## src/rtl/smm_seq_pkg.sv

```systemverilog
package smm_seq_pkg;

   localparam int unsigned WORD_W   = 32;
   localparam int unsigned N_STATE  = 19;              // architectural words
   localparam int unsigned N_SLOT   = N_STATE + 2;     // plus revision and base
   localparam int unsigned IX_W     = $clog2(N_SLOT);

   localparam int unsigned IX_CR0   = 0;
   localparam int unsigned IX_FLAGS = 2;
   localparam int unsigned IX_IP    = 3;
   localparam int unsigned IX_DR7   = 13;
   localparam int unsigned IX_CR4   = 18;
   localparam int unsigned IX_REV   = 19;
   localparam int unsigned IX_BASE  = 20;

   localparam logic [31:0] AREA_OFS    = 32'h0000_8000;
   localparam logic [31:0] ENTRY_IP    = 32'h0000_8000;
   localparam logic [31:0] ENTRY_DR7   = 32'h0000_0400;
   localparam logic [31:0] CR0_KEEP    = 32'h7FFF_FFF2;   // clears bits 31,3,2,0
   localparam logic [31:0] BASE_ALIGN  = 32'hFFFF_8000;
   localparam int unsigned RELOC_BIT   = 17;

   typedef enum logic [1:0] {PH_IDLE, PH_SAVE, PH_LOAD} phase_e;

   // byte offset of slot k inside the save area
   function automatic logic [15:0] slot_offset(input int unsigned k);
      logic [15:0] ofs;
      if (k < 14) ofs = 16'h7ffc - 16'(4 * k);
      else begin
         case (k)
            14:      ofs = 16'h7f74;
            15:      ofs = 16'h7f70;
            16:      ofs = 16'h7f58;
            17:      ofs = 16'h7f54;
            18:      ofs = 16'h7f14;
            19:      ofs = 16'h7efc;
            default: ofs = 16'h7ef8;
         endcase
      end
      return ofs;
   endfunction

endpackage

```

## src/rtl/smm_slot_addr.sv

```systemverilog
module smm_slot_addr
   import smm_seq_pkg::*;
#(
   parameter int unsigned AW = 32
) (
   input  logic [AW-1:0]   base,
   input  logic [IX_W-1:0] idx,
   output logic [AW-1:0]   addr
);

   if (AW < 20 || AW > 32) begin : g_bad_aw
      $error("smm_slot_addr: AW must lie in 20..32");
   end

   always_comb begin
      addr = base + AW'(AREA_OFS) + AW'(slot_offset(int'(idx)));
   end

endmodule

```

## src/rtl/smm_entry_image.sv

```systemverilog
module smm_entry_image
   import smm_seq_pkg::*;
(
   input  logic [WORD_W-1:0] cur [N_STATE],
   output logic [WORD_W-1:0] img [N_STATE]
);

   for (genvar k = 0; k < N_STATE; k++) begin : g_word
      if (k == IX_CR0) begin : g_cr0
         assign img[k] = cur[k] & CR0_KEEP;
      end else if (k == IX_FLAGS || k == IX_CR4) begin : g_zero
         assign img[k] = '0;
      end else if (k == IX_IP) begin : g_ip
         assign img[k] = ENTRY_IP;
      end else if (k == IX_DR7) begin : g_dr7
         assign img[k] = ENTRY_DR7;
      end else begin : g_keep
         assign img[k] = cur[k];
      end
   end

endmodule

```

## src/rtl/smm_nmi_track.sv

```systemverilog
module smm_nmi_track (
   input  logic clk,
   input  logic rst_n,
   input  logic nmi_take,
   input  logic nmi_ret,
   input  logic enter_done,
   input  logic resume_done,
   output logic nmi_blocked,
   output logic inside_nmi
);

   always_ff @(posedge clk or negedge rst_n) begin
      if (!rst_n) begin
         nmi_blocked <= 1'b0;
         inside_nmi  <= 1'b0;
      end else if (enter_done) begin
         inside_nmi  <= nmi_blocked;
         nmi_blocked <= 1'b1;
      end else if (resume_done) begin
         if (!inside_nmi) nmi_blocked <= 1'b0;
         inside_nmi <= 1'b0;
      end else if (nmi_take) begin
         nmi_blocked <= 1'b1;
      end else if (nmi_ret) begin
         nmi_blocked <= 1'b0;
      end
   end

   a_r6_entry_blocks: assert property (@(posedge clk) disable iff (!rst_n)
      enter_done |=> nmi_blocked);
   a_r6_inside_marks: assert property (@(posedge clk) disable iff (!rst_n)
      enter_done && nmi_blocked |=> inside_nmi);
   a_r8_release: assert property (@(posedge clk) disable iff (!rst_n)
      resume_done && !inside_nmi |=> !nmi_blocked);
   a_r8_keep: assert property (@(posedge clk) disable iff (!rst_n)
      resume_done && inside_nmi |=> nmi_blocked && !inside_nmi);

endmodule

```

## src/rtl/smm_seq.sv

```systemverilog
module smm_seq
   import smm_seq_pkg::*;
#(
   parameter int unsigned AW       = 32,
   parameter logic [31:0] DEF_BASE = 32'h0003_0000,
   parameter logic [31:0] REV_ID   = 32'h0002_0064
) (
   input  logic                        clk,
   input  logic                        rst_n,
   input  logic                        smi_req,
   input  logic                        rsm_req,
   input  logic                        nmi_take,
   input  logic                        nmi_ret,
   input  logic [N_STATE*WORD_W-1:0]   st_in,
   output logic [N_STATE*WORD_W-1:0]   st_out,
   output logic                        st_load,
   output logic                        smm_active,
   output logic                        nmi_blocked,
   output logic                        inside_nmi,
   output logic                        busy,
   output logic                        rsm_err,
   output logic [AW-1:0]               smbase,
   output logic                        mem_req,
   output logic                        mem_we,
   output logic [AW-1:0]               mem_addr,
   output logic [WORD_W-1:0]           mem_wdata,
   input  logic [WORD_W-1:0]           mem_rdata,
   input  logic                        mem_ack
);

   if (DEF_BASE[14:0] != 15'd0) begin : g_bad_base
      $error("smm_seq: DEF_BASE must be 32 KiB aligned");
   end
   if (AW < 20 || AW > 32) begin : g_bad_aw
      $error("smm_seq: AW must lie in 20..32");
   end

   phase_e             phase;
   logic [IX_W-1:0]    idx;
   logic [WORD_W-1:0]  cur_w  [N_STATE];
   logic [WORD_W-1:0]  img_w  [N_STATE];
   logic [WORD_W-1:0]  out_q  [N_STATE];
   logic               rev_reloc;
   logic               last_slot;
   logic               enter_done;
   logic               resume_done;

   for (genvar k = 0; k < N_STATE; k++) begin : g_pack
      assign cur_w[k] = st_in[k*WORD_W +: WORD_W];
      assign st_out[k*WORD_W +: WORD_W] = out_q[k];
   end

   smm_slot_addr #(.AW(AW)) u_addr (
      .base (smbase),
      .idx  (idx),
      .addr (mem_addr)
   );

   smm_entry_image u_image (
      .cur (cur_w),
      .img (img_w)
   );

   assign last_slot   = (idx == IX_W'(N_SLOT - 1));
   assign busy        = (phase != PH_IDLE);
   assign mem_req     = busy;
   assign mem_we      = (phase == PH_SAVE);
   assign enter_done  = (phase == PH_SAVE) && mem_ack && last_slot;
   assign resume_done = (phase == PH_LOAD) && mem_ack && last_slot;

   always_comb begin
      if (idx == IX_W'(IX_REV))       mem_wdata = REV_ID;
      else if (idx == IX_W'(IX_BASE)) mem_wdata = WORD_W'(smbase);
      else if (idx < IX_W'(N_STATE))  mem_wdata = cur_w[idx];
      else                            mem_wdata = '0;
   end

   smm_nmi_track u_nmi (
      .clk         (clk),
      .rst_n       (rst_n),
      .nmi_take    (nmi_take),
      .nmi_ret     (nmi_ret),
      .enter_done  (enter_done),
      .resume_done (resume_done),
      .nmi_blocked (nmi_blocked),
      .inside_nmi  (inside_nmi)
   );

   // sequencing, mode flag and base register
   always_ff @(posedge clk or negedge rst_n) begin
      if (!rst_n) begin
         phase      <= PH_IDLE;
         idx        <= '0;
         smm_active <= 1'b0;
         smbase     <= AW'(DEF_BASE);
         st_load    <= 1'b0;
         rsm_err    <= 1'b0;
         rev_reloc  <= 1'b0;
      end else begin
         st_load <= 1'b0;
         rsm_err <= 1'b0;
         case (phase)
            PH_IDLE: begin
               idx <= '0;
               if (!smm_active && smi_req)     phase <= PH_SAVE;
               else if (smm_active && rsm_req) phase <= PH_LOAD;
               if (!smm_active && rsm_req)     rsm_err <= 1'b1;
            end
            PH_SAVE: begin
               if (mem_ack) begin
                  if (last_slot) begin
                     phase      <= PH_IDLE;
                     smm_active <= 1'b1;
                     st_load    <= 1'b1;
                  end else begin
                     idx <= idx + 1'b1;
                  end
               end
            end
            PH_LOAD: begin
               if (mem_ack) begin
                  if (idx == IX_W'(IX_REV)) rev_reloc <= mem_rdata[RELOC_BIT];
                  if (last_slot) begin
                     phase      <= PH_IDLE;
                     smm_active <= 1'b0;
                     st_load    <= 1'b1;
                     if (rev_reloc) smbase <= AW'(mem_rdata & BASE_ALIGN);
                  end else begin
                     idx <= idx + 1'b1;
                  end
               end
            end
            default: phase <= PH_IDLE;
         endcase
      end
   end

   // state image presented to the core
   always_ff @(posedge clk or negedge rst_n) begin
      if (!rst_n) begin
         for (int k = 0; k < N_STATE; k++) out_q[k] <= '0;
      end else if (enter_done) begin
         for (int k = 0; k < N_STATE; k++) out_q[k] <= img_w[k];
      end else if (phase == PH_LOAD && mem_ack && idx < IX_W'(N_STATE)) begin
         out_q[idx] <= mem_rdata;
      end
   end

   a_r5_hold_req: assert property (@(posedge clk) disable iff (!rst_n)
      mem_req && !mem_ack |=> mem_req && $stable(mem_addr) && $stable(mem_we)
                              && $stable(mem_wdata));
   a_r5_load_pulse: assert property (@(posedge clk) disable iff (!rst_n)
      st_load |=> !st_load);
   a_r5_load_idle: assert property (@(posedge clk) disable iff (!rst_n)
      st_load |-> !busy);
   a_r10_err_idle: assert property (@(posedge clk) disable iff (!rst_n)
      rsm_err |-> !busy && !smm_active);
   a_r11_no_reentry: assert property (@(posedge clk) disable iff (!rst_n)
      smm_active && !busy && smi_req && !rsm_req |=> !busy);
   a_r12_base_aligned: assert property (@(posedge clk) disable iff (!rst_n)
      smbase[14:0] == 15'd0);
   a_r6_inside_in_mode: assert property (@(posedge clk) disable iff (!rst_n)
      inside_nmi |-> smm_active);

endmodule

```

## config.mk

```make
export PLATFORM = sky130hd
export DESIGN_NAME = smm_seq
export DESIGN_NICKNAME = d
export VERILOG_FILES = /design/src/rtl/smm_seq_pkg.sv /design/src/rtl/smm_slot_addr.sv /design/src/rtl/smm_entry_image.sv /design/src/rtl/smm_nmi_track.sv /design/src/rtl/smm_seq.sv
export SDC_FILE = /design/constraint.sdc
export NUM_CORES = 1
export LEC_CHECK = 0
export BUFFER_PORTS_ARGS = -buffer_cell sky130_fd_sc_hd__buf_2
export CORE_AREA = 5 5 519 521
export CTS_BUF_LIST = sky130_fd_sc_hd__clkbuf_4
export DETAILED_ROUTE_END_ITERATION = 16
export DIE_AREA = 0 0 524 526
export PLACE_DENSITY = 0.32
export SLEW_MARGIN = 20
export SYNTH_ARGS = -nofsm -noshare
export SYNTH_HDL_FRONTEND = slang
export SYNTH_SLANG_ARGS = --single-unit
```

## constraint.sdc

```tcl
create_clock -name clk -period 4.4 [get_ports clk]
set_input_delay 0.44 -clock clk [delete_from_list [all_inputs] [get_ports clk]]
set_output_delay 0.44 -clock clk [all_outputs]
set_load 0.1 [all_outputs]
```

* Word-level counts from Yosys, hierarchy flattened
Index checks and enable logic that the tools add are counted.
** Operators by class
- $add $sub $neg :: 4
- $lt $le $gt $ge :: 4
- Equal/unequal tests :: 18
- Muxes and demuxes :: 38
- Bitwise operators :: 1
- Reduce and logical (&&, ||, !) cells :: 24
** Operators by type and width (number)
- 608-bit 2-to-1 mux :: 2
- 608-bit bitwise mux :: 1
- 32-bit 2-to-1 mux :: 6
- 32-bit binary-select mux with 5-bit select :: 1
- 32-bit demux with 5-bit select :: 1
- 9-bit one-hot mux with 6 select lines :: 1
- 32-bit by 16-bit adder with 32-bit output :: 1
- 32-bit by 16-bit adder with 32-bit output, second input constant :: 1
- 5-bit equality test, second input constant :: 5
- 1-bit 2-to-1 mux :: 16
- 16-bit 2-to-1 mux :: 1
- 15-bit by 7-bit subtractor with 16-bit output, first input constant :: 1
- 5-bit by 4-bit equality test with 1-bit output, second input constant :: 2
- 5-bit 2-to-1 mux :: 2
- 5-bit one-hot mux with 2 select lines :: 1
- 2-bit nonzero test :: 5
- 1-bit logical AND :: 9
- 3-bit AND reduction :: 3
- 2-bit 2-to-1 mux :: 4
- 2-bit by 1-bit != test with 1-bit output, second input constant :: 4
- 6-bit greater-or-equal comparator, second input constant :: 1
- 6-bit by 1-bit less-than comparator with 1-bit output, second input constant :: 1
- 2-bit != test, second input constant :: 3
- 3-bit != test, second input constant :: 2
- 15 further kinds :: 15
** Word-level totals
- Register bits :: 638
- Bits of input ports :: 647
- Output and inout bits :: 712
- Word-level logic and storage cells :: 117

* Logic depth before layout (Yosys ltp)
- Depth after elaboration :: 8
- Depth in mapped cells :: 15
- Gate-level depth less buffers :: 6

* Hierarchy
From an unflattened synthesis, not the netlist that was laid out.
** Second synthesis, totals
- Cells, all modules :: 4237
- Area total of the unflattened synthesis :: 40619.0 um^2
** Modules (own cells, without submodules)
- smm_seq :: instances 1, cells an instance 3498, area an instance 35051.1 um^2, seq. area each 15917.8 um^2
- smm_entry_image :: instances 1, cells an instance 610, area an instance 4571.9 um^2, seq. area each 0.0 um^2
- smm_slot_addr :: instances 1, cells an instance 121, area an instance 913.4 um^2, seq. area each 0.0 um^2
- smm_nmi_track :: instances 1, cells an instance 8, area an instance 82.6 um^2, seq. area each 50.0 um^2

* Least setup slack after synthesis
No wires, ideal clock.
- Path kind :: reg-to-output
- From :: register idx[0]
- To :: output port mem_addr[5]
- Data arrival time :: 4.616 ns
- Required time :: 3.960 ns
- Slack :: -0.656 ns
- Stages on the path, launching flop included :: 11
- Path buffers :: 4
- Cell sequence :: dfrtp_1 > buf_4 > buf_4 > buf_2 > buf_2 > inv_1 > ha_1 > or3_1 > a221oi_1 > nor3_1 > o21ai_0
** Between the ends
- Word-level cells in the longest chain between the ends :: 4
- Elaborated cells between the ends (all ways) :: 11
- Those cells by class :: add/sub: 2; order compare: 1; eq/ne: 6; mux: 2
** Ends and longest elaborated chain
- from (decl) :: RTL line smm_seq.sv:39 : logic [IX_W-1:0] idx;
- from (signal assigned) :: RTL line smm_seq.sv:116 : idx <= idx + 1'b1;
- from (signal assigned) :: RTL line smm_seq.sv:129 : idx <= idx + 1'b1;
- branches (longest 2 deep; another with 15-bit by 7-bit subtractor with 16-bit output)
- 16-bit 2-to-1 mux (*) :: RTL line smm_seq_pkg.sv:28 : if (k < 14) ofs = 16'h7ffc - 16'(4 * k);
- 32-bit by 16-bit adder with 32-bit output (*) :: RTL line smm_slot_addr.sv:16 : addr = base + AW'(AREA_OFS) + AW'(slot_offset(int'(idx)));
- to (decl) :: RTL line smm_seq.sv:25 : output logic [AW-1:0] mem_addr,
Mark *: on every way between the ends.

* Worst setup path in the final report
- From :: register idx[0]
- To :: output port mem_wdata[26]
** Between the ends
- Word-level cells in the longest chain between the ends :: 7
- Elaborated cells between the ends (all ways) :: 10
- Those cells by class :: order compare: 1; eq/ne: 2; mux: 6; bitwise: 1
** Ends and longest elaborated chain
- 5-bit inverter with 6-bit output (not written as such) :: RTL line smm_seq.sv:74 : else if (idx < IX_W'(N_STATE)) mem_wdata = cur_w[idx];
- 32-bit binary-select mux with 5-bit select :: RTL line smm_seq.sv:74
- 32-bit 2-to-1 mux (not written as such) (2 in series) :: RTL line smm_seq.sv:74
- 32-bit 2-to-1 mux :: RTL line smm_seq.sv:74
- 32-bit 2-to-1 mux :: RTL line smm_seq.sv:73 : else if (idx == IX_W'(IX_BASE)) mem_wdata = WORD_W'(smbase);
- 32-bit 2-to-1 mux (*) :: RTL line smm_seq.sv:72 : if (idx == IX_W'(IX_REV)) mem_wdata = REV_ID;
- to (decl) :: RTL line smm_seq.sv:26 : output logic [WORD_W-1:0] mem_wdata,
Every way passes the cells marked *; elsewhere a longest branch is shown, timed or not. The select of a mux whose other input is x is not followed.

==> qor.yml <==
logic_synthesis:
  syn_area_um2: 34400
  ys_seq_elements: 638
  ys_seq_area_share_pct: 46.4
  syn_avg_cell_area_um2: 9.83
  yosys_warnings: 0
  yosys_most_used_dff: "dfrtp_1"
  synthArstFlopShare_pct: 100
  yosysTopAreaCellShare_pct: 46.2
  synth_area_leaders: "dfrtp_1 46%, mux2i_1 18%, nand2_1 8.8%"
  yosysMostFrequentCell: "nand2_1"
  ys_types: 60
  yosys.area.top_type: "dfrtp_1"
  synth_commonest_cells: "811 x nand2_1, 636 x dfrtp_1, 625 x mux2i_1"
  synthCells: 3504
  synth_edf_count: 0
clock_tree:
  clockRootBuffer: "clkbuf_4"
  clk_pin_slew_ps: 60
  clockBufferDepth: 4
  cts_made_buffers: 220
  h-tree-depth: 4
  cts_tree: "built"
  cts_sinks: 638
  insertion_delay_ps: 1130
floorplanning:
  fp.coreArea_um2: 264000
  die_h_um: 526
  initial_core_util_pct: 13.0
  io_pins: 1359
  core.rowCount: 189
  die_area_um2: 276000
  die_width_um: 524
hold_path:
  hold-path-endpoint: "st_out[566]"
  whs_path_depth: 4
  holdCritPathClass: "input pin to register"
  min_from: "st_in[566]"
grt:
  grt_usage_pct: 21.9
  grt_use_met2_pct: 35.3
  antenna_found_initial: 90
  grt_pass1_wl_um: 411000
  grt_max_degree: 112
  grt_pass1_vias: 43500
  use_met3_pct: 8.61
  globalRouteOverflowTotal: 0
  grt_most_used_layer: "met2"
  use_met1_pct: 26.7
timing:
  post-route-min-period_ps: 4230
  report.final.slew_viol_count: 0
  relSlewSlack_pct: 22.1
  holdWs_ps: 266
  finalHoldViolCount: 0
  setup_viol: 0
  worst_pin_slew_ps: 1170
  fmax_ghz: 0.236
  grt_setup_unrepaired: "false"
  clock_skew_ps: 102
  fin_crit_sh_pct: 96.2
critical_path:
  setup.worst_path.start_class: "register"
  cp_data_arrival_time_ps: 3790
  rr_endpoint: "st_out[243]"
  worstSetupStartpoint: "idx[0]"
  cp_max_fo: 13
  cp.required_ps: 3960
  rr_startpoint: "idx[0]"
  critPathKind: "register to output pin"
  ff2ff_setup_slack_ps: 320
  end_kind: "output pin"
  ff2ff_path_depth: 11
routing:
  wl_per_cell_um: 31.6
  finalWirelength_um: 316000
  viasPerCell: 4.16
  drcViolationCount: 0
  vias: 41600
  dr.pass1.iters: 5
  antenna_left: 0
  dr.first_iter.drc_count: 3060
placement:
  dpl_cell_area_um2: 45900
  portBuffers: 1335
  place_hpwl_um: 243000
  gp_congestion: 0.880
layout:
  nets: 6920
  syn_to_final_growth_pct: 83.1
  stdcell_area_um2: 63000
  drive_gt1_share_pct: 31.2
flow_run:
  max-cap-violations: 0
pwr:
  power_density_nw_per_um2: 513
  p_leak_uw: 0.0297
  irDropWorstVdd_mv: 0.401
outcome:
  status: "finished, final reports clean"
-- layout by cell type (no fill, tap or decap), types with 9 or more instances in the layout --
| cell type | synthesis | final |
|---|---|---|
| mux4_2 | 73 | 73 |
| nor2_1 | 19 | 15 |
| a22oi_1 | 53 | 53 |
| dlygate4sd3_1 | 0 | 1377 |
| dfrtp_1 | 636 | 631 |
| nand3_1 | 37 | 31 |
| mux2_2 | 20 | 20 |
| buf_4 | 69 | 130 |
| o211ai_1 | 16 | 16 |
| a22o_1 | 13 | 13 |
| clkinv_1 | 0 | 54 |
| a211o_1 | 12 | 12 |
| o21ai_0 | 281 | 267 |
| xnor2_1 | 11 | 10 |
| diode_2 | 0 | 39 |
| clkbuf_4 | 1 | 311 |
| nand4_1 | 11 | 11 |
| a21oi_1 | 124 | 114 |
| nand2_1 | 811 | 808 |
| buf_12 | 0 | 60 |
| nor2_4 | 0 | 9 |
| o21ai_1 | 264 | 271 |
| inv_1 | 14 | 13 |
| mux2i_1 | 625 | 621 |
| buf_2 | 116 | 1297 |
| conb_1 | 2 | 23 |
-- flip-flops by register name, summed over array words and instances (netlist names) --
| name | count |
|---|---|
| smbase | 17 |
| rsm_err | 1 |
| u_nmi.nmi_blocked | 1 |
| smm_active | 1 |
| u_nmi.inside_nmi | 1 |
| idx | 5 |
| rev_reloc | 1 |
| st_out | 608 |
| st_load | 1 |
| phase | 2 |
-- how the worst max path moves through the flow --
stage,to,slack [ps]
finish,mem_wdata[26],170
global route,mem_wdata[3],10
CTS,mem_wdata[19],-170
detailed placement,mem_wdata[6],270
global placement,mem_wdata[6],360
floorplan,mem_addr[5],90
-- timing repair --
| action | in CTS | in global routing |
|---|---|---|
| setup buffers | 18 | 1 |
| hold endpoints to repair | 1248 | 0 |
| gates cloned | 4 | 4 |
| gates resized for setup | 51 | 3 |
| setup endpoints to repair | 38 | 8 |
| hold buffers | 1378 | 0 |
| pin swaps | 1 | 0 |
-- area by class of cell --
class                   instances  area (um2)
inverters                      14        52.6
clock inverters                65         273
clock buffers                 311        2330
flip-flops and latches        638       16000
repair buffers               2880       22800
well taps                    3533        4420
multi-input cells            2510       17100
diodes                         39        97.6
fillers                     29300      201000
-- where the power goes --
part / total (uW) / switching, uW / internal [uW]
sequential: 7250 / 559 / 6690
combinational: 18600 / 13600 / 4970
clock: 6510 / 3290 / 3220
-- cell families (layout without fill, tap and decap cells) --
family | count (synthesis) | in the layout | share of synthesized area [%]
multiplexers | 718 | 718 | 23.6
AND/OR/NAND/NOR | 943 | 947 | 11.2
AO/OA/AOI/OAI | 796 | 796 | 12.7
buffers and inverters | 381 | 3270 | 5.40
adder cells (fa/ha/maj) | 9 | 9 | 0.327
flip-flops | 638 | 638 | 46.4
XOR/XNOR | 17 | 17 | 0.432
other | 2 | 62 | 0.0218
-- per-stage QoR --
stage               worst slack [ps]  instances  total power, uW  setup TNS [ps]  utilization, %
floorplan                       94.6       3525            18000               0               -
finish                           166       9990            32400               0            23.9
global route                    15.0       9966            33700               0            23.8
CTS                             -166       9946            32700            -517            23.8
global placement                 363       8165            24100               0            17.4
detailed placement               270       8170            24100               0            17.4
-- metal layers --
layer,up-vias,part of all wire [%],routed length [um]
met5,-,0.11,357
met4,58,3.4,10900
met3,509,11,33700
met2,1988,45,143000
met1,21100,40,128000
li1,18000,-,-
-- critical path, stage by stage (launching register included) --
cell       delay (ps)
dfrtp_4           540
buf_12            170
buf_4             210
mux2i_1           160
o2bb2ai_1         760
a22oi_1           200
o211ai_1          390
buf_12            230
Power figures use the tool's default switching activity.
